File: config.mk
export PLATFORM = sky130hd
export DESIGN_NAME = pxv_parity_xcvr
export DESIGN_NICKNAME = d
export VERILOG_FILES = /design/src/rtl/pxv_pkg.sv /design/src/rtl/pxv_dir_decode.sv /design/src/rtl/pxv_parity.sv /design/src/rtl/pxv_err_flag.sv /design/src/rtl/pxv_parity_xcvr.sv
export SDC_FILE = /design/constraint.sdc
export NUM_CORES = 1
export LEC_CHECK = 0
export CAP_MARGIN = 20
export CORE_MARGIN = 10
export CORE_UTILIZATION = 26
export CTS_BUF_LIST = sky130_fd_sc_hd__clkbuf_4
export CTS_CLUSTER_DIAMETER = 60
export DETAILED_ROUTE_END_ITERATION = 8
export PLACE_DENSITY = 0.77
export SYNTH_ARGS = -nofsm -noshare
export SYNTH_HDL_FRONTEND = slang
export SYNTH_HIERARCHICAL = 1
export SYNTH_SLANG_ARGS = --single-unit
File: constraint.sdc
create_clock -name clk -period 1.2 [get_ports clk]
set_clock_uncertainty 0.2 [all_clocks]
set_input_delay 0.12 -clock clk [delete_from_list [all_inputs] [get_ports clk]]
set_output_delay 0.12 -clock clk [all_outputs]
set_load 0.05 [all_outputs]
File: src/rtl/pxv_pkg.sv
`timescale 1ns/1ps
package pxv_pkg;
   typedef enum logic [1:0] {
      XFER_ISOLATE = 2'b00,
      XFER_A2B     = 2'b01,
      XFER_B2A     = 2'b10,
      XFER_FORCE   = 2'b11
   } xfer_e;

   function automatic xfer_e decode_xfer(input logic en_a_n, input logic en_b_n);
      xfer_e m;
      case ({en_a_n, en_b_n})
         2'b10:   m = XFER_A2B;
         2'b01:   m = XFER_B2A;
         2'b00:   m = XFER_FORCE;
         default: m = XFER_ISOLATE;
      endcase
      return m;
   endfunction
endpackage

File: src/rtl/pxv_dir_decode.sv
`timescale 1ns/1ps
module pxv_dir_decode
   import pxv_pkg::*;
(
   input  logic  oe_a_n,
   input  logic  oe_b_n,
   output xfer_e mode,
   output logic  a_side_en,
   output logic  b_side_en
);
   always_comb begin
      mode      = decode_xfer(oe_a_n, oe_b_n);
      a_side_en = (mode == XFER_B2A);
      b_side_en = (mode == XFER_A2B) || (mode == XFER_FORCE);
   end
endmodule

File: src/rtl/pxv_parity.sv
`timescale 1ns/1ps
module pxv_parity #(
   parameter int W    = 8,
   parameter int IMPL = 0
) (
   input  logic [W-1:0] d,
   output logic         odd_ones
);
   if (W < 1) begin : g_bad_w
      $error("pxv_parity: W must be at least 1");
   end
   if (IMPL != 0 && IMPL != 1) begin : g_bad_impl
      $error("pxv_parity: IMPL must be 0 or 1");
   end

   if (IMPL == 0) begin : g_reduce
      assign odd_ones = ^d;
   end else begin : g_chain
      logic [W:0] acc;
      assign acc[0] = 1'b0;
      for (genvar i = 0; i < W; i++) begin : g_bit
         assign acc[i+1] = acc[i] ^ d[i];
      end
      assign odd_ones = acc[W];
   end
endmodule

File: src/rtl/pxv_err_flag.sv
`timescale 1ns/1ps
module pxv_err_flag (
   input  logic clk,
   input  logic clr_n,
   input  logic err_next,
   output logic err_q
);
   always_ff @(posedge clk or negedge clr_n) begin
      if (!clr_n) err_q <= 1'b0;
      else        err_q <= err_next;
   end
endmodule

File: src/rtl/pxv_parity_xcvr.sv
`timescale 1ns/1ps
module pxv_parity_xcvr
   import pxv_pkg::*;
#(
   parameter int DATA_W   = 8,
   parameter int PAR_IMPL = 0
) (
   input  logic              clk,
   input  logic              clr_n,
   input  logic              oe_a_n,
   input  logic              oe_b_n,
   input  logic [DATA_W-1:0] a_in,
   input  logic [DATA_W-1:0] b_in,
   input  logic              par_in,
   output logic [DATA_W-1:0] a_out,
   output logic              a_oe,
   output logic [DATA_W-1:0] b_out,
   output logic              b_oe,
   output logic              par_out,
   output logic              par_oe,
   output logic              err_sink
);
   localparam int CHK_W = DATA_W + 1;

   if (DATA_W < 1) begin : g_bad_dw
      $error("pxv_parity_xcvr: DATA_W must be at least 1");
   end

   xfer_e mode;
   logic  a_side_en, b_side_en;
   logic  a_odd, chk_odd, err_next, err_q;

   pxv_dir_decode u_dir (
      .oe_a_n    (oe_a_n),
      .oe_b_n    (oe_b_n),
      .mode      (mode),
      .a_side_en (a_side_en),
      .b_side_en (b_side_en)
   );

   pxv_parity #(.W(DATA_W), .IMPL(PAR_IMPL)) u_gen (
      .d        (a_in),
      .odd_ones (a_odd)
   );

   pxv_parity #(.W(CHK_W), .IMPL(PAR_IMPL)) u_chk (
      .d        ({b_in, par_in}),
      .odd_ones (chk_odd)
   );

   always_comb begin
      a_out   = b_in;
      b_out   = a_in;
      a_oe    = a_side_en;
      b_oe    = b_side_en;
      par_oe  = b_side_en;
      // odd total needs parity = not(odd count); forced mode flips it
      par_out = (mode == XFER_FORCE) ? a_odd : ~a_odd;
      err_next = (mode == XFER_B2A) && !chk_odd;
   end

   pxv_err_flag u_err (
      .clk      (clk),
      .clr_n    (clr_n),
      .err_next (err_next),
      .err_q    (err_q)
   );

   assign err_sink = err_q;

   p_gen_odd_r1: assert property (@(posedge clk) disable iff (!clr_n)
      (!oe_b_n && oe_a_n) |-> (b_oe && par_oe && !a_oe && b_out == a_in && (^{b_out, par_out})));

   p_b2a_path_r2: assert property (@(posedge clk) disable iff (!clr_n)
      (!oe_a_n && oe_b_n) |-> (a_oe && !b_oe && !par_oe && a_out == b_in));

   p_isolate_r3: assert property (@(posedge clk) disable iff (!clr_n)
      (oe_a_n && oe_b_n) |-> !(a_oe || b_oe || par_oe));

   p_forced_even_r4: assert property (@(posedge clk) disable iff (!clr_n)
      (!oe_a_n && !oe_b_n) |-> (b_oe && par_oe && !a_oe && !(^{b_out, par_out})));

   p_err_load_r5: assert property (@(posedge clk) disable iff (!clr_n)
      (!oe_a_n && oe_b_n) |=> (err_sink == !(^$past({b_in, par_in}))));

   p_err_idle_r6: assert property (@(posedge clk) disable iff (!clr_n)
      !(!oe_a_n && oe_b_n) |=> !err_sink);
endmodule

After elaboration in Yosys (flattened, before gate mapping) --
Cells that the tools add are included.
Word-level totals: bits in registers 1, word-level logic and storage cells 15, input bits 21
Operators by class: bitwise gates (word level) 1, reductions and logical operators 6, equality and inequality tests 5, mux-type cells 2
Operators with widths (number):
- XOR reduction 9 bit | 1
- XOR reduction 8 bit | 1
- equality test 2 bit, second input constant | 3
- one-hot mux 2 bit (3 select lines) | 1
- equality test 2 x 1 -> 1 bit, second input constant | 2
- zero test 2 bit | 1
- logical AND 1 bit | 1
- zero test 1 bit | 1
- logical OR 1 bit | 1
- two-way mux 1 bit | 1
- inverter 1 bit | 1

Logic depth before layout (Yosys ltp) --
Gate-level depths: netlist (run 1).
depth after elaboration 4, depth in mapped cells 4, gate-level depth less buffers 4

By module --
The synthesis (run 1) kept the hierarchy.
By module, submodules not included:
- pxv_parity_xcvr | instances 1, seq. area each 0.0 um^2, cells each 20, area an instance 147.6 um^2
- pxv_parity (u_chk) | instances 1, seq. area each 0.0 um^2, cells each 7, area an instance 82.6 um^2
- pxv_parity (u_gen) | instances 1, seq. area each 0.0 um^2, cells each 7, area an instance 61.3 um^2
- pxv_dir_decode | instances 1, seq. area each 0.0 um^2, cells each 4, area an instance 28.8 um^2
- pxv_err_flag | instances 1, seq. area each 25.0 um^2, cells each 1, area an instance 25.0 um^2

Worst setup path before layout (run 1) --
No wires, ideal clock.
path type input -> output, from input oe_b_n, to output par_out, stages on the path 4, arrival 1.449 ns, setup slack -0.569 ns, buffers on the path 1, cells stage by stage inv_1 buf_4 nand2_1 xor2_1
On the way: longest elaborated chain between the ends 4
RTL lines:
- from (decl) | line pxv_parity_xcvr.sv:11 | input logic oe_b_n,
- equality test 2 x 1 -> 1 bit (tied with other cells) | line pxv_pkg.sv:12 | case ({en_a_n, en_b_n})
- one-hot mux 2 bit (3 select lines) (*) | line pxv_pkg.sv:12
- named net mode[0] | line pxv_parity_xcvr.sv:29 | xfer_e mode;
- equality test 2 bit (*) | line pxv_parity_xcvr.sv:58 | par_out = (mode == XFER_FORCE) ? a_odd : ~a_odd;
- two-way mux 1 bit (*) | line pxv_parity_xcvr.sv:58
- to (decl) | line pxv_parity_xcvr.sv:19 | output logic par_out,
The timed path passes the listed nets; every way through them passes the cells marked *.

Worst setup path after layout (run 1) --
from input a_in[0], to output par_out
On the way: longest elaborated chain between the ends 3
RTL lines:
- from (decl) | line pxv_parity_xcvr.sv:12 | input logic [DATA_W-1:0] a_in,
- XOR reduction 8 bit (*) | line pxv_parity.sv:17 | assign odd_ones = ^d;
- named net a_odd | line pxv_parity_xcvr.sv:31 | logic a_odd, chk_odd, err_next, err_q;
- inverter 1 bit | line pxv_parity_xcvr.sv:58
- two-way mux 1 bit (*) | line pxv_parity_xcvr.sv:58
Marks and branches as above.

==> results.toml, run 1 <==
[worst_setup_path]
required_ns = 0.88
critPathBufInv = 2
cpMostUsedCell = "xnor2_2"
cp_slowest_cell = "xnor2_2"
crit_type = "in -> out"
worst-path-max-fanout = 2
cp-start-kind = "input port"
crit_family = "XOR/XNOR gates"
critical_path.max_stage_delay_ns = 0.26
worstPathArrival_ns = 1.12
end_kind = "primary output"
crit_chain = "buf_8, xnor2_4, xnor2_2, xnor2_2, xor2_4, buf_12"

[die]
rows = 13
die_y_um = 56.4
placeableCoreArea_mm2 = 0.00127
dieArea_mm2 = 0.00319
boundaryPins = 42
start_util = 0.272
dieWidth_um = 56.4

[outcome]
run_status = "finished with violations"
violations = "negative setup slack"

[placed_design]
placed_cells = 95
dp_hpwl_um = 1440
port-buffer-count = 41
dp_slack_ns = -0.726
place.gp.congestion = 0.735

[power]
power.density_mw_per_mm2 = 737
leakagePower_uw = 0.000545
ir_drop_mv = 0.530

[sta]
rsz0062_at_grt = "true"
tns_ns = -0.466
final_max_slew_viol_count = 0
fin_crit_sh = 1.20
period_needed_ns = 1.44
tightest_slew_ns = 0.249
setup_ws_ns = -0.244
max_freq_ghz = 0.693
setup_viol = 2
whs_ns = 0.0807
relSlewSlack = 0.833
hold_viol_final = 0

[yosys]
syn_nets = 60
synth_warnings = 6
synthesis.area_um2 = 345
synthesis.instances = 39
ys_seq_area_frac = 0.0725
syn_area_per_cell_um2 = 8.85
ys_ff_latch = 1
synth_cell_types = 10

[clocking]
cts.clk_slew.worst_paths_ns = 0
postCtsSetupRepairBufs = 0
postCtsHoldBufs = 0

[cells_and_area]
top_register = "u_err/err_q"
antenna_cells = 0
largestRegisters = "u_err/err_q: 1 flops"
nNetsFinal = 103
final_cell_mix = "buf_12, buf_4, buf_6, xnor2_2, dlygate4sd2_1"
fill_cells = 58
area_growth_pct = 228
largest_reg_flops = 1
instances_no_fill = 95
mostFrequentLayoutCell = "buf_12"
drive_above_1_share = 0.838

[hold_path]
hold_path_class = "in -> async"

[run]
cap_violations = 0

[drt]
viasPerCell = 4.08
ant_nets = 0
first_pass_iters = 2
drt_wl_total_um = 1620
via_count = 388
post_drt_wl_per_cell_um = 17.1
drc = 0
drtIter0Drc = 2

[global_routing]
grt_start_max_net_pins = 4
grt_pass1_wl_um = 2370
overflow = 0
grt_usage = 0.0907
grt_pass1_vias = 449
antenna_found_initial = 0
Yosys cell counts (all sizes together):
cell type	n	share of area
xnor3	1	0.065
xor2	3	0.076
nor2b	1	0.040
nor3b	1	0.022
buf	18	0.39
dfrtp	1	0.072
nand2	1	0.011
inv	2	0.022
xnor2	11	0.30
per-stage QoR:
step / util / cell area, um2 / total power, uW
2_1_floorplan: - / 449 / 462
3_3_place_gp: 0.855 / 1080 / 807
3_5_place_dp: 0.855 / 1080 / 821
4_1_cts: 0.832 / 1060 / 815
5_1_grt: 0.893 / 1130 / 863
6_report: 0.893 / 1130 / 834
path summary, 6_finish.rpt:
check | from | slack, ns | to | depth (start not counted)
setup / recovery | a_in[0] | -0.24 | par_out | 6
hold / removal | clr_n | 0.08 | u_err/err_q | 1
max in group asynchronous | clr_n | 0.61 | u_err/err_q | 1
min in group clk | b_in[7] | 0.35 | a_out[7] | 3
power by group:
part / internal (uW) / switching (uW) / leakage (uW) / total [uW]
Sequential: 39.1 / 4.13 / 0.0000135 / 43.3
Combinational: 424 / 367 / 0.000532 / 791
Clock: 0 / 0 / 0 / 0
Total: 463 / 371 / 0.000545 / 834
kinds of logic after synthesis:
logic type,Yosys count,synth area share
buffers and inverters,20,0.413
xor gates and xnor gates,15,0.442
and+or+nand+nor,3,0.0725
DFF,1,0.0725
cell type report:
class,instances,area [um2],share of cell area
tap,15,18.8,0.0166
multi-input combinational,18,312,0.275
sequential,1,25.0,0.0221
timing repair buffer,59,766,0.676
inverter,2,11.3,0.00994
per-layer routing:
layer | vias to the layer above | track usage | part of all wire
met5 | - | 0 | 0
met4 | 0 | 0 | 0
met3 | 0 | 0.0517 | 0.16
met2 | 28 | 0.197 | 0.57
met1 | 180 | 0.0664 | 0.27
li1 | 180 | - | -
repair_timing:
action | in CTS | in global routing
hold endpoints to repair | 0 | 0
pin swaps | 15 | 11
gates cloned | 0 | 0
resized for setup | 64 | 28
endpoints found under the setup margin | 16 | 3
(Power assumes the default switching activity.)
==> inputs of run 2 (changes only) <==
--- a/config.mk
+++ b/config.mk
@@ -6,12 +6,13 @@
 export NUM_CORES = 1
 export LEC_CHECK = 0
 export CAP_MARGIN = 20
-export CORE_MARGIN = 10
-export CORE_UTILIZATION = 26
+export CORE_AREA = 10 10 47 49
 export CTS_BUF_LIST = sky130_fd_sc_hd__clkbuf_4
 export CTS_CLUSTER_DIAMETER = 60
 export DETAILED_ROUTE_END_ITERATION = 8
-export PLACE_DENSITY = 0.77
+export DIE_AREA = 0 0 57 59
+export DONT_BUFFER_PORTS = 1
+export PLACE_DENSITY = 0.36
 export SYNTH_ARGS = -nofsm -noshare
 export SYNTH_HDL_FRONTEND = slang
 export SYNTH_HIERARCHICAL = 1
==> run 2 against run 1 <==
  * Critical endpoint unchanged
  * Hold slack got worse by 0.041 ns
  * Die area rose by 5.6%
  * Routed wire length shrank 57%
  * Global-route usage shrank 5.1 points
  * The run still ends with negative setup slack left
==> results.toml, run 2 (synthesis results as in run 1) <==
[placed_design]
place.gp.congestion = 0.726
placed_area_um2 = 365
placed_cells = 40
dp_hpwl_um = 687
dp_slack_ns = -0.144
port-buffer-count = 0

[drt]
ant_nets = 0
drtIter0Drc = 0
post_drt_wl_per_cell_um = 17.2
drc = 0
first_pass_iters = 1
viasPerCell = 4.27
via_count = 175
drt_wl_total_um = 705

[hold_path]
hold_path_class = "in -> out"
min_from = "a_in[5]"
min_path_cells = 0
min_to = "b_out[5]"

[worst_setup_path]
crit_type = "in -> out"
cp-start-kind = "input port"
end_kind = "primary output"
worst-path-max-fanout = 2
worstPathArrival_ns = 1.00
required_ns = 0.88

[outcome]
run_status = "finished with violations"
violations = "negative setup slack"

[cells_and_area]
antenna_cells = 0
largest_reg_flops = 1
instances_no_fill = 41
largestRegisters = "u_err/err_q: 1 flops"
mostFrequentLayoutCell = "xnor2_2"
drive_above_1_share = 0.760
top_register = "u_err/err_q"
area_growth_pct = 19.9
final_cell_mix = "xnor2_2, xor2_4, buf_4, xnor2_4"
nNetsFinal = 48
final_area_um2 = 414
fin_util = 0.296

[global_routing]
grt_start_max_net_pins = 4
grt_pass1_wl_um = 1150
grt_usage = 0.0395
antenna_found_initial = 0
grt_pass1_vias = 226
overflow = 0

[clocking]
postCtsSetupRepairBufs = 0

[sta]
setup_ws_ns = -0.125
relSlewSlack = 0.781
period_needed_ns = 1.32
rsz0062_at_grt = "true"
max_freq_ghz = 0.755
fin_crit_sh = 1.10
final_max_slew_viol_count = 0
tightest_slew_ns = 0.327
setup_viol = 2
hold_viol_final = 0

[die]
placeableCoreArea_mm2 = 0.00140
dieWidth_um = 57
rows = 14
boundaryPins = 42
start_util = 0.246
die_y_um = 59
dieArea_mm2 = 0.00336

[run]
cap_violations = 0

[power]
power.density_mw_per_mm2 = 1050
ir_drop_mv = 0.280
total_power_uw = 435
leakagePower_uw = 0.000171
## run 2: changes by cell type in the layout (fill, tap and decap cells not counted), sizes merged
cell           change
buf               -50
clkdlybuf4s50      -1
dlygate4sd2        -4
dlygate4sd3        +1
dlymetal6s2s       -1
## run 2: how the worst max path moves through the flow
| stage | from | to | slack, ns | cells past startpoint |
|---|---|---|---|---|
| after global placement | a_in[3] | par_out | -0.14 | 5 |
| after CTS | a_in[3] | par_out | -0.14 | 5 |
| after floorplan | a_in[3] | par_out | -0.14 | 4 |
| final | a_in[3] | par_out | -0.12 | 5 |
| after detailed placement | a_in[3] | par_out | -0.14 | 5 |
| after global routing | a_in[1] | par_out | -0.17 | 5 |
## run 2: timing repair
item,in CTS,in global routing
pin swaps,0,3
endpoints found under the setup margin,2,2
hold endpoints to repair,1,0
gates resized for setup,1,4
hold buffers,1,0
## run 2: per-stage QoR
step / hold slack [ns] / setup TNS, ns
4_1_cts: 0.0404 / -0.214
2_1_floorplan: -0.376 / -0.159
5_1_grt: 0.0401 / -0.307
6_report: 0.0400 / -0.206
3_3_place_gp: -0.376 / -0.203
3_5_place_dp: -0.376 / -0.218
## run 2: final cells by class
class | instances | area (um2)
fill | 151 | 987
inverter | 2 | 11.3
multi-input combinational | 18 | 313
sequential | 1 | 25.0
tap | 16 | 20.0
timing repair buffer | 4 | 45.0
## run 2: power by group
group | switching, uW | leakage (uW) | internal, uW
clock | 0 | 0 | 0
combinational | 187 | 0.000158 | 208
sequential | 1.06 | 0.0000135 | 39.0
total | 188 | 0.000171 | 246
## run 2: per-layer routing
| metal | vias up | track usage | wire [um] |
|---|---|---|---|
| met3 | 0 | 0.0279 | 131 |
| li1 | 71 | - | - |
| met2 | 23 | 0.0822 | 376 |
| met5 | - | 0 | 0 |
| met4 | 0 | 0 | 0 |
| met1 | 81 | 0.0300 | 198 |
## run 2: critical path, cell delays in order
cell and delay (ns):
xor2_4 0.16, xnor2_2 0.14, xnor2_2 0.23, xor2_4 0.19, buf_12 0.15
